File: src/rtl/nvm_seq_pkg.sv
package nvm_seq_pkg;

    typedef enum logic [2:0] {
        PW_READY_WAIT,
        PW_ACTIVE,
        PW_ENTRY_PEND,
        PW_STANDBY,
        PW_POWERDOWN,
        PW_RECOVER
    } pwr_state_e;

    typedef enum logic [1:0] {
        WR_IDLE,
        WR_PROG,
        WR_EE,
        WR_SUSP
    } wr_state_e;

    localparam logic [7:0] BLANK_BYTE = 8'hFF;

endpackage

File: src/rtl/nvm_write_tracker.sv
module nvm_write_tracker
    import nvm_seq_pkg::*;
(
    input  logic clk,
    input  logic rst_n,
    input  logic pf_wr_start,
    input  logic ee_page_latch,
    input  logic chip_erase_start,
    input  logic cfg_ee_chip_mode,
    input  logic wr_done,
    input  logic wr_fail,
    input  logic erase_suspend,
    input  logic erase_resume,
    output logic pf_active,
    output logic ee_active,
    output logic eow_pulse,
    output logic fail_pulse
);

    wr_state_e state_q, state_d;
    logic      susp_ee_q;
    logic      eow_q;
    logic      busy;

    always_comb begin
        state_d = state_q;
        unique case (state_q)
            WR_IDLE: begin
                if (ee_page_latch || (chip_erase_start && cfg_ee_chip_mode))
                    state_d = WR_EE;
                else if (pf_wr_start || chip_erase_start)
                    state_d = WR_PROG;
            end
            WR_PROG, WR_EE: begin
                if (wr_done || wr_fail)
                    state_d = WR_IDLE;
                else if (erase_suspend)
                    state_d = WR_SUSP;
            end
            WR_SUSP: begin
                if (erase_resume)
                    state_d = susp_ee_q ? WR_EE : WR_PROG;
            end
            default: state_d = WR_IDLE;
        endcase
    end

    always_ff @(posedge clk or negedge rst_n) begin
        if (!rst_n) begin
            state_q   <= WR_IDLE;
            susp_ee_q <= 1'b0;
            eow_q     <= 1'b0;
        end else begin
            state_q <= state_d;
            if (busy && erase_suspend && !(wr_done || wr_fail))
                susp_ee_q <= (state_q == WR_EE);
            eow_q <= busy && wr_done;
        end
    end

    always_comb begin
        busy       = (state_q == WR_PROG) || (state_q == WR_EE);
        pf_active  = (state_q == WR_PROG);
        ee_active  = (state_q == WR_EE);
        eow_pulse  = eow_q;
        fail_pulse = busy && wr_fail;
    end

endmodule

File: src/rtl/nvm_pwr_fsm.sv
module nvm_pwr_fsm
    import nvm_seq_pkg::*;
#(
    parameter int unsigned RECOV_CYC = 1000,
    parameter int unsigned READY_CYC = 1000000
) (
    input  logic clk,
    input  logic rst_n,
    input  logic req_wfi,
    input  logic req_halt,
    input  logic wake,
    input  logic cfg_wfi_deep,
    input  logic write_active,
    output logic arr_standby,
    output logic arr_powerdown,
    output logic ready_window,
    output logic access_stall
);

    localparam int unsigned MAX_CYC = (RECOV_CYC > READY_CYC) ? RECOV_CYC : READY_CYC;
    localparam int unsigned CNT_W   = $clog2(MAX_CYC + 1);
    localparam logic [CNT_W-1:0] RECOV_LOAD = CNT_W'(RECOV_CYC - 1);
    localparam logic [CNT_W-1:0] READY_LOAD = CNT_W'(READY_CYC - 1);

    pwr_state_e       state_q, state_d;
    logic [CNT_W-1:0] cnt_q;
    logic             deep_q;
    logic             cnt_zero;

    assign cnt_zero = (cnt_q == '0);

    always_comb begin
        state_d = state_q;
        unique case (state_q)
            PW_READY_WAIT: if (cnt_zero)             state_d = PW_ACTIVE;
            PW_ACTIVE:     if (req_wfi || req_halt)  state_d = PW_ENTRY_PEND;
            PW_ENTRY_PEND: if (!write_active)        state_d = deep_q ? PW_POWERDOWN : PW_STANDBY;
            PW_STANDBY:    if (wake)                 state_d = PW_ACTIVE;
            PW_POWERDOWN:  if (wake)                 state_d = PW_RECOVER;
            PW_RECOVER:    if (cnt_zero)             state_d = PW_READY_WAIT;
            default:                                 state_d = PW_READY_WAIT;
        endcase
    end

    always_ff @(posedge clk or negedge rst_n) begin
        if (!rst_n) begin
            state_q <= PW_READY_WAIT;
            cnt_q   <= READY_LOAD;
            deep_q  <= 1'b0;
        end else begin
            state_q <= state_d;
            if (state_q == PW_ACTIVE && (req_wfi || req_halt))
                deep_q <= req_halt || cfg_wfi_deep;
            if (state_d == PW_RECOVER && state_q != PW_RECOVER)
                cnt_q <= RECOV_LOAD;
            else if (state_d == PW_READY_WAIT && state_q != PW_READY_WAIT)
                cnt_q <= READY_LOAD;
            else if (!cnt_zero)
                cnt_q <= cnt_q - 1'b1;
        end
    end

    always_comb begin
        arr_standby   = (state_q == PW_STANDBY);
        arr_powerdown = (state_q == PW_POWERDOWN);
        ready_window  = (state_q == PW_READY_WAIT);
        access_stall  = (state_q == PW_POWERDOWN) || (state_q == PW_RECOVER);
    end

endmodule

File: src/rtl/nvm_access_gate.sv
module nvm_access_gate
    import nvm_seq_pkg::*;
(
    input  logic       bus_rd,
    input  logic       bus_wr,
    input  logic       is_ee,
    input  logic       ee_busy,
    input  logic       pf_active,
    input  logic       stall,
    input  logic [7:0] arr_rdata,
    output logic [7:0] bus_rdata,
    output logic       bus_wait,
    output logic       arr_rd,
    output logic       arr_wr
);

    logic rd_blank;
    logic wr_drop;

    always_comb begin
        rd_blank  = stall || (is_ee ? ee_busy : pf_active);
        wr_drop   = stall || (is_ee && ee_busy);
        bus_wait  = stall && (bus_rd || bus_wr);
        arr_rd    = bus_rd && !rd_blank;
        arr_wr    = bus_wr && !wr_drop;
        bus_rdata = rd_blank ? BLANK_BYTE : arr_rdata;
    end

endmodule

File: src/rtl/nvm_status_reg.sv
module nvm_status_reg #(
    parameter bit LARGE_ARRAY = 1'b1
) (
    input  logic       clk,
    input  logic       rst_n,
    input  logic       fail_pulse,
    input  logic       err_clr,
    input  logic [5:0] pf_sect_stat,
    input  logic [1:0] ee_sect_stat,
    input  logic       otp_stat,
    output logic [7:0] status_reg
);

    logic       err_q;
    logic [3:0] pf_map;

    always_ff @(posedge clk or negedge rst_n) begin
        if (!rst_n)
            err_q <= 1'b0;
        else if (fail_pulse)
            err_q <= 1'b1;
        else if (err_clr)
            err_q <= 1'b0;
    end

    generate
        if (LARGE_ARRAY) begin : g_large
            assign pf_map = {|pf_sect_stat[5:3], pf_sect_stat[2:0]};
        end else begin : g_small
            logic [1:0] unused_hi;
            assign unused_hi = pf_sect_stat[5:4];
            assign pf_map    = pf_sect_stat[3:0];
        end
    endgenerate

    assign status_reg = {err_q, otp_stat, ee_sect_stat, pf_map};

endmodule

File: src/rtl/nvm_busy_pwr_seq.sv
module nvm_busy_pwr_seq
    import nvm_seq_pkg::*;
#(
    parameter int unsigned ADDR_W      = 16,
    parameter int unsigned CLK_MHZ     = 100,
    parameter int unsigned RECOV_NS    = 10000,
    parameter int unsigned READY_NS    = 10000000,
    parameter bit          LARGE_ARRAY = 1'b1
) (
    input  logic              clk,
    input  logic              rst_n,
    input  logic              bus_rd,
    input  logic              bus_wr,
    input  logic [ADDR_W-1:0] bus_addr,
    input  logic [7:0]        bus_wdata,
    output logic [7:0]        bus_rdata,
    output logic              bus_wait,
    output logic              arr_rd,
    output logic              arr_wr,
    output logic [ADDR_W-1:0] arr_addr,
    output logic [7:0]        arr_wdata,
    input  logic [7:0]        arr_rdata,
    input  logic              pf_wr_start,
    input  logic              ee_page_latch,
    input  logic              chip_erase_start,
    input  logic              wr_done,
    input  logic              wr_fail,
    input  logic              erase_suspend,
    input  logic              erase_resume,
    input  logic              cfg_wfi_deep,
    input  logic              cfg_irq_eow,
    input  logic              cfg_ee_chip_mode,
    input  logic              req_wfi,
    input  logic              req_halt,
    input  logic              wake,
    input  logic              ext_irq,
    output logic              irq_out,
    output logic              ee_busy,
    output logic              arr_standby,
    output logic              arr_powerdown,
    input  logic [5:0]        pf_sect_stat,
    input  logic [1:0]        ee_sect_stat,
    input  logic              otp_stat,
    input  logic              err_clr,
    output logic [7:0]        status_reg
);

    localparam int unsigned RECOV_RAW = (CLK_MHZ * RECOV_NS) / 1000;
    localparam int unsigned READY_RAW = (CLK_MHZ * READY_NS) / 1000;
    localparam int unsigned RECOV_CYC = (RECOV_RAW == 0) ? 1 : RECOV_RAW;
    localparam int unsigned READY_CYC = (READY_RAW == 0) ? 1 : READY_RAW;

    logic pf_active, ee_active, eow_pulse, fail_pulse;
    logic wr_active, ready_window, access_stall;

    nvm_write_tracker u_wr (
        .clk              (clk),
        .rst_n            (rst_n),
        .pf_wr_start      (pf_wr_start),
        .ee_page_latch    (ee_page_latch),
        .chip_erase_start (chip_erase_start),
        .cfg_ee_chip_mode (cfg_ee_chip_mode),
        .wr_done          (wr_done),
        .wr_fail          (wr_fail),
        .erase_suspend    (erase_suspend),
        .erase_resume     (erase_resume),
        .pf_active        (pf_active),
        .ee_active        (ee_active),
        .eow_pulse        (eow_pulse),
        .fail_pulse       (fail_pulse)
    );

    assign wr_active = pf_active || ee_active;

    nvm_pwr_fsm #(
        .RECOV_CYC (RECOV_CYC),
        .READY_CYC (READY_CYC)
    ) u_pwr (
        .clk           (clk),
        .rst_n         (rst_n),
        .req_wfi       (req_wfi),
        .req_halt      (req_halt),
        .wake          (wake),
        .cfg_wfi_deep  (cfg_wfi_deep),
        .write_active  (wr_active),
        .arr_standby   (arr_standby),
        .arr_powerdown (arr_powerdown),
        .ready_window  (ready_window),
        .access_stall  (access_stall)
    );

    assign ee_busy = ee_active || ready_window;

    nvm_access_gate u_gate (
        .bus_rd    (bus_rd),
        .bus_wr    (bus_wr),
        .is_ee     (bus_addr[ADDR_W-1]),
        .ee_busy   (ee_busy),
        .pf_active (pf_active),
        .stall     (access_stall),
        .arr_rdata (arr_rdata),
        .bus_rdata (bus_rdata),
        .bus_wait  (bus_wait),
        .arr_rd    (arr_rd),
        .arr_wr    (arr_wr)
    );

    assign arr_addr  = bus_addr;
    assign arr_wdata = bus_wdata;
    assign irq_out   = cfg_irq_eow ? eow_pulse : ext_irq;

    nvm_status_reg #(
        .LARGE_ARRAY (LARGE_ARRAY)
    ) u_stat (
        .clk          (clk),
        .rst_n        (rst_n),
        .fail_pulse   (fail_pulse),
        .err_clr      (err_clr),
        .pf_sect_stat (pf_sect_stat),
        .ee_sect_stat (ee_sect_stat),
        .otp_stat     (otp_stat),
        .status_reg   (status_reg)
    );

endmodule

File: config.mk
export PLATFORM = sky130hd
export DESIGN_NAME = nvm_busy_pwr_seq
export DESIGN_NICKNAME = d
export VERILOG_FILES = /design/src/rtl/nvm_seq_pkg.sv /design/src/rtl/nvm_write_tracker.sv /design/src/rtl/nvm_pwr_fsm.sv /design/src/rtl/nvm_access_gate.sv /design/src/rtl/nvm_status_reg.sv /design/src/rtl/nvm_busy_pwr_seq.sv
export SDC_FILE = /design/constraint.sdc
export NUM_CORES = 1
export LEC_CHECK = 0
export BUFFER_PORTS_ARGS = -buffer_cell sky130_fd_sc_hd__buf_2
export CAP_MARGIN = 20
export CORE_AREA = 2 2 56 98
export DETAILED_ROUTE_END_ITERATION = 10
export DIE_AREA = 0 0 58 100
export PLACE_DENSITY = 0.78
export SLEW_MARGIN = 20
export SYNTH_ARGS = -nofsm -noshare
export SYNTH_HDL_FRONTEND = slang
export SYNTH_HIERARCHICAL = 1
export SYNTH_SLANG_ARGS = --single-unit
File: constraint.sdc
create_clock -name clk -period 2.4 [get_ports clk]
set_input_delay 0.24 -clock clk [delete_from_list [all_inputs] [get_ports clk]]
set_output_delay 0.24 -clock clk [all_outputs]
set_load 0.02 [all_outputs]
Yosys cells after proc, flatten, opt, wreduce, memory -nomap -nowiden
Cells that the tools add are included.
{"block": "totals", "ff_bits": 29, "input_bits": 60, "output_inout_bits": 47}
{"block": "op_classes", "addsub": 1, "eq_ne": 14, "mux": 23, "reduce_logical": 35}
{"cell": "$mux W20", "n": 3}
{"cell": "$mux W3", "n": 7}
{"cell": "$logic_not A20 Y1", "n": 1}
{"cell": "$sub A20 B1 Y20 const B", "n": 1}
{"cell": "$pmux W3 S6", "n": 1}
{"cell": "$logic_and A1 B1 Y1", "n": 12}
{"cell": "$mux W2", "n": 6}
{"cell": "$logic_or A1 B1 Y1", "n": 11}
{"cell": "$eq A3 B3 Y1 const B", "n": 3}
{"cell": "$mux W8", "n": 1}
{"cell": "$eq A3 B2 Y1 const B", "n": 2}
{"cell": "$logic_not A3 Y1", "n": 2}
{"cell": "$ne A3 B3 Y1 const B", "n": 2}
{"cell": "$pmux W2 S3", "n": 1}
{"cell": "$eq A2 B2 Y1 const B", "n": 2}
{"cell": "$mux W1", "n": 4}
{"cell": "$eq A3 B1 Y1 const B", "n": 1}
{"cell": "$logic_not A1 Y1", "n": 3}
{"cell": "$ne A3 B1 Y1 const B", "n": 1}
{"cell": "$ne A3 B2 Y1 const B", "n": 1}
{"cell": "$reduce_and A3 Y1", "n": 1}
{"cell": "$reduce_bool A3 Y1", "n": 1}
{"cell": "$reduce_or A3 Y1", "n": 1}
{"cell": "$eq A2 B1 Y1 const B", "n": 1}
{"cell": "other kinds (4)", "n": 4}

Longest topological paths before layout
{"block": "depth", "ltp_word": 8, "depth_mapped": 9}

By module
Netlist, hierarchy kept.
{"mod": "nvm_pwr_fsm", "n_inst": 1, "cells_per_inst": 162, "area_per_inst_um2": 1537.7, "seq_area_each_um2": 615.6}
{"mod": "nvm_write_tracker", "n_inst": 1, "cells_per_inst": 30, "area_per_inst_um2": 331.6, "seq_area_each_um2": 100.1}
{"mod": "nvm_busy_pwr_seq", "n_inst": 1, "cells_per_inst": 27, "area_per_inst_um2": 207.7, "seq_area_each_um2": 0.0}
{"mod": "nvm_access_gate", "n_inst": 1, "cells_per_inst": 22, "area_per_inst_um2": 115.1, "seq_area_each_um2": 0.0}
{"mod": "nvm_status_reg", "n_inst": 1, "cells_per_inst": 11, "area_per_inst_um2": 95.1, "seq_area_each_um2": 25.0}

Worst setup path before layout
Ideal clock, no wire load.
{"block": "synth_timing", "path_type": "register -> register", "startpoint": "register u_pwr.cnt_q[0]", "endpoint": "register u_pwr.cnt_q[4]", "setup_time_ns": 0.117, "arrival_ns": 2.038, "slack_ns": 0.245, "stages_incl_launch_ff": 8, "synth_period_minus_slack_ns": 2.155, "path_cell_list": "dfstp_2 inv_1 ha_1 or4b_4 or4_1 nor2_2 a21o_1 a21oi_1"}
{"block": "synth_between", "elab_chain_len": 7}
{"element": "from (decl)", "line": "nvm_pwr_fsm.sv:26", "rtl": "logic [CNT_W-1:0] cnt_q;"}
{"element": "from (signal assigned)", "line": "nvm_pwr_fsm.sv:59", "rtl": "cnt_q <= cnt_q - 1'b1;"}
{"element": "branches (longest 7 deep; another with $sub A20 B1 Y20)"}
Several ways; the timed one is not identified. The select of a mux whose other input is x is not followed.
A chain may end at the register's enable or synchronous reset.

Worst setup path in the final report
{"block": "layout_timing", "startpoint": "register u_pwr.cnt_q[0]", "endpoint": "register u_pwr.cnt_q[2]"}
The elaborated chain is that of the path after synthesis.

==> impl_metrics.json <==
{
  "run_status": "complete, but fails checks",
  "violations": "hold timing",
  "grt_overflow": 0,
  "grt_setup_unrepaired": "no",
  "dieHeight_um": 100,
  "diodes": 0,
  "portBuffers": 48,
  "antenna_found_initial": 0,
  "dr.pass1.iters": 4,
  "cts_setup_buffers": 0,
  "synthesis.area_um2": 2290,
  "clock_latency_ns": 0.28,
  "post_cts_resized": 0,
  "fin_tns_setup_ns": 0,
  "synth_seq_cells": 29,
  "ys_async_sr_fraction_pct": 100,
  "slew_headroom_pct": 57.7,
  "arrival_ns": 2.53,
  "numCtsBuffers": 5,
  "ant_nets": 0,
  "die_area_um2": 5800,
  "path_clk_slew_ns": 0.06,
  "maxCapViolations": 0,
  "synth_edf_count": 0,
  "cts_buffer_depth": 2,
  "max_slew.worst_pin.slew_ns": 0.634,
  "final_nets": 341,
  "area_growth_pct": 9.63,
  "synth_compound_area_share_pct": 14.4,
  "grt_first_pass_wirelength_mm": 8.14,
  "ys.flop_type": "dfrtp_1",
  "drive_gt1_share_pct": 36.6,
  "grt_max_degree": 30,
  "setup_violations": 0,
  "clk_root_buffer_cell": "clkbuf_8",
  "grt_pass1_vias": 1914,
  "hold_buffers": 0,
  "vias": 1908,
  "synth-xor-area-share_pct": 4.21,
  "cp_max_fo": 8,
  "cpMaxStageDelayCell": "or4_1",
  "avgRoutedWirePerCell_um": 14.6,
  "finalCritPeriodShare_pct": 96.9,
  "skew_ns": 0.00610,
  "wirelength_mm": 4.85,
  "max_stage_delay_ns": 0.64,
  "yosys_warnings": 6,
  "holdWs_ns": -0.0196,
  "p_clk_share_pct": 15.3,
  "slew_viol_final": 0,
  "end_kind": "flop",
  "hp-class": "in -> async",
  "io_pins": 107,
  "num_rows": 35,
  "syn_area_per_cell_um2": 9.08,
  "synthSimpleGateAreaFrac_pct": 28.3,
  "grt_use_total_pct": 17.9,
  "h-tree-depth": 2,
  "finalHoldViolations": 17,
  "syn_nets": 318,
  "tritoncts": "built",
  "cp-start-kind": "flop",
  "dp_hpwl_mm": 3.71,
  "pwr-share-seq_pct": 33.1,
  "synth_cell_types": 66,
  "core_um2": 5080,
  "synth.area.mux_share_pct": 3.45,
  "fmax_mhz": 430,
  "powerDensity_nw_per_um2": 1080,
  "dp.cells": 323,
  "leakagePower_uw": 0.00106,
  "die_w_um": 58,
  "peakVddDrop_mv": 0.655,
  "place_congestion": 0.872,
  "critPathKind": "reg -> reg",
  "swShare_pct": 43.0,
  "final_util_pct": 49.4,
  "clock_sinks": 29,
  "finalNonFillerCells": 331,
  "power_frac_comb_pct": 51.5,
  "drc": 0,
  "power.switching_uw": 1170,
  "synth_cells": 252,
  "yosysSeqAreaShare_pct": 32.4,
  "synth_top_family_by_area": "simple AND/OR/NAND/NOR gates",
  "floorplan.initialDensity_pct": 45.0,
  "via_per_inst": 5.76,
  "synthAdderAreaFrac_pct": 3.28,
  "drt_iter0_drc": 28,
  "p_int_uw": 1550,
  "path_cells": "inv_1 > ha_1 > or4b_4 > or4_1 > o21ai_1 > xor2_1 > nand3_1",
  "period_needed_ns": 2.33,
  "critPathRequiredTime_ns": 2.60
}
## metrics by stage
stage          hold slack [ns]  total power [uW]  cell area (um2)  setup WS [ns]
6_report               -0.0196              2720             2510         0.0735
5_1_grt                 0.0308              2910             2510        0.00378
4_1_cts               0.000199              2720             2490         0.0486
3_5_place_dp             0.305              2290             2400         0.0733
3_3_place_gp             0.297              2260             2400          0.108
2_1_floorplan          -0.0556              1980             2290          0.245
## synth_stat cells (4+ instances only)
cell type  count  area share, %
a21oi_1       11            2.4
buf_4         31             10
clkbuf_1       7            1.1
dfrtp_1       17             19
dfstp_2       12             14
ha_1           6            3.3
inv_1          9            1.5
nand2_1       19            3.1
nand3_1        4           0.88
nor2_1        23            3.8
nor3_1        10            2.2
o21ai_1        5            1.1
o31ai_1        7            2.3
or2_2          4            1.1
or3_1          5            1.4
or4_1          4            1.3
xnor2_1        9            3.4
## registers in the layout, summed over array words and instances, names as in the netlist
register and cells:
u_wr/eow_pulse 1, u_stat/err_q 1, u_wr/susp_ee_q 1, u_pwr/cnt_q 20, u_pwr/deep_q 1, u_pwr/state_q 3, u_wr/state_q 2
## power groups by stage
stage | registers (uW) | logic (uW) | clock network, uW
after floorplan | 831 | 1150 | 0
after detailed placement | 908 | 1390 | 0
final | 901 | 1400 | 417
after global routing | 930 | 1530 | 444
after CTS | 900 | 1400 | 426
after global placement | 895 | 1370 | 0
## path summary, 6_finish.rpt
path | start | endpoint | slack, ns | cells past startpoint
worst max-delay path | u_pwr/cnt_q[0]$_DFFE_PN1P_ | u_pwr/cnt_q[2]$_DFFE_PN1P_ | 0.07 | 7
worst min-delay path | rst_n | u_stat/err_q$_DFFE_PN0P_ | -0.02 | 1
worst max register to register | u_pwr/cnt_q[0]$_DFFE_PN1P_ | u_pwr/cnt_q[2]$_DFFE_PN1P_ | 0.07 | 7
worst min register to register | u_stat/err_q$_DFFE_PN0P_ | u_stat/err_q$_DFFE_PN0P_ | 0.48 | 1
max in group asynchronous | rst_n | u_pwr/state_q[1]$_DFF_PN0_ | 2.01 | 1
min in group clk | req_wfi | u_pwr/deep_q$_DFFE_PN0P_ | 0.18 | 2
## worst max-delay path: cells and delay by family (launching register included)
| kind | cells | cell delay, ns |
|---|---|---|
| flops | 1 | 0.38 |
| simple gates | 3 | 1.27 |
| xor+xnor | 1 | 0.16 |
| buf+inv | 1 | 0.05 |
| compound gates | 1 | 0.21 |
| fa+ha+maj | 1 | 0.16 |
## final cells by class
| cell class | count | area (um2) |
|---|---|---|
| fillers | 473 | 2570 |
| repair buffers | 58 | 328 |
| inverters | 9 | 33.8 |
| multi-input cells | 172 | 1250 |
| flip-flops and latches | 29 | 741 |
| well taps | 55 | 68.8 |
| clock buffers | 8 | 90.1 |
## routing by layer
metal	track usage [%]	up-vias	routed length [um]
met1	15.7	908	1640
met3	2.45	23	266
li1	-	907	-
met2	35.8	70	2750
met4	10.4	0	194
met5	0	-	0
## layout by cell type (no fill, tap or decap), types with 3 or more instances in the layout
cell type  netlist  routed
buf_2            3      48
nor2_1          23      23
nand2_1         19      19
dfrtp_1         17      17
dfstp_2         12      12
a21oi_1         11      11
nor3_1          10      10
inv_1            9       9
xnor2_1          9       9
buf_4           31       9
clkbuf_8         0       6
o31ai_1          7       6
ha_1             6       6
or3_1            5       5
o21ai_1          5       5
or2_2            4       4
or4_1            4       4
nand3_1          4       4
nor4_1           3       3
mux2i_1          3       3
a21o_1           3       3
## cell families after synthesis
kind of cell / Yosys count
simple gates: 103
buf+inv: 51
mux: 6
flops: 29
xor+xnor: 11
fa+ha+maj: 6
compound gates: 46
No activity file was read; power rests on OpenSTA's default activity.
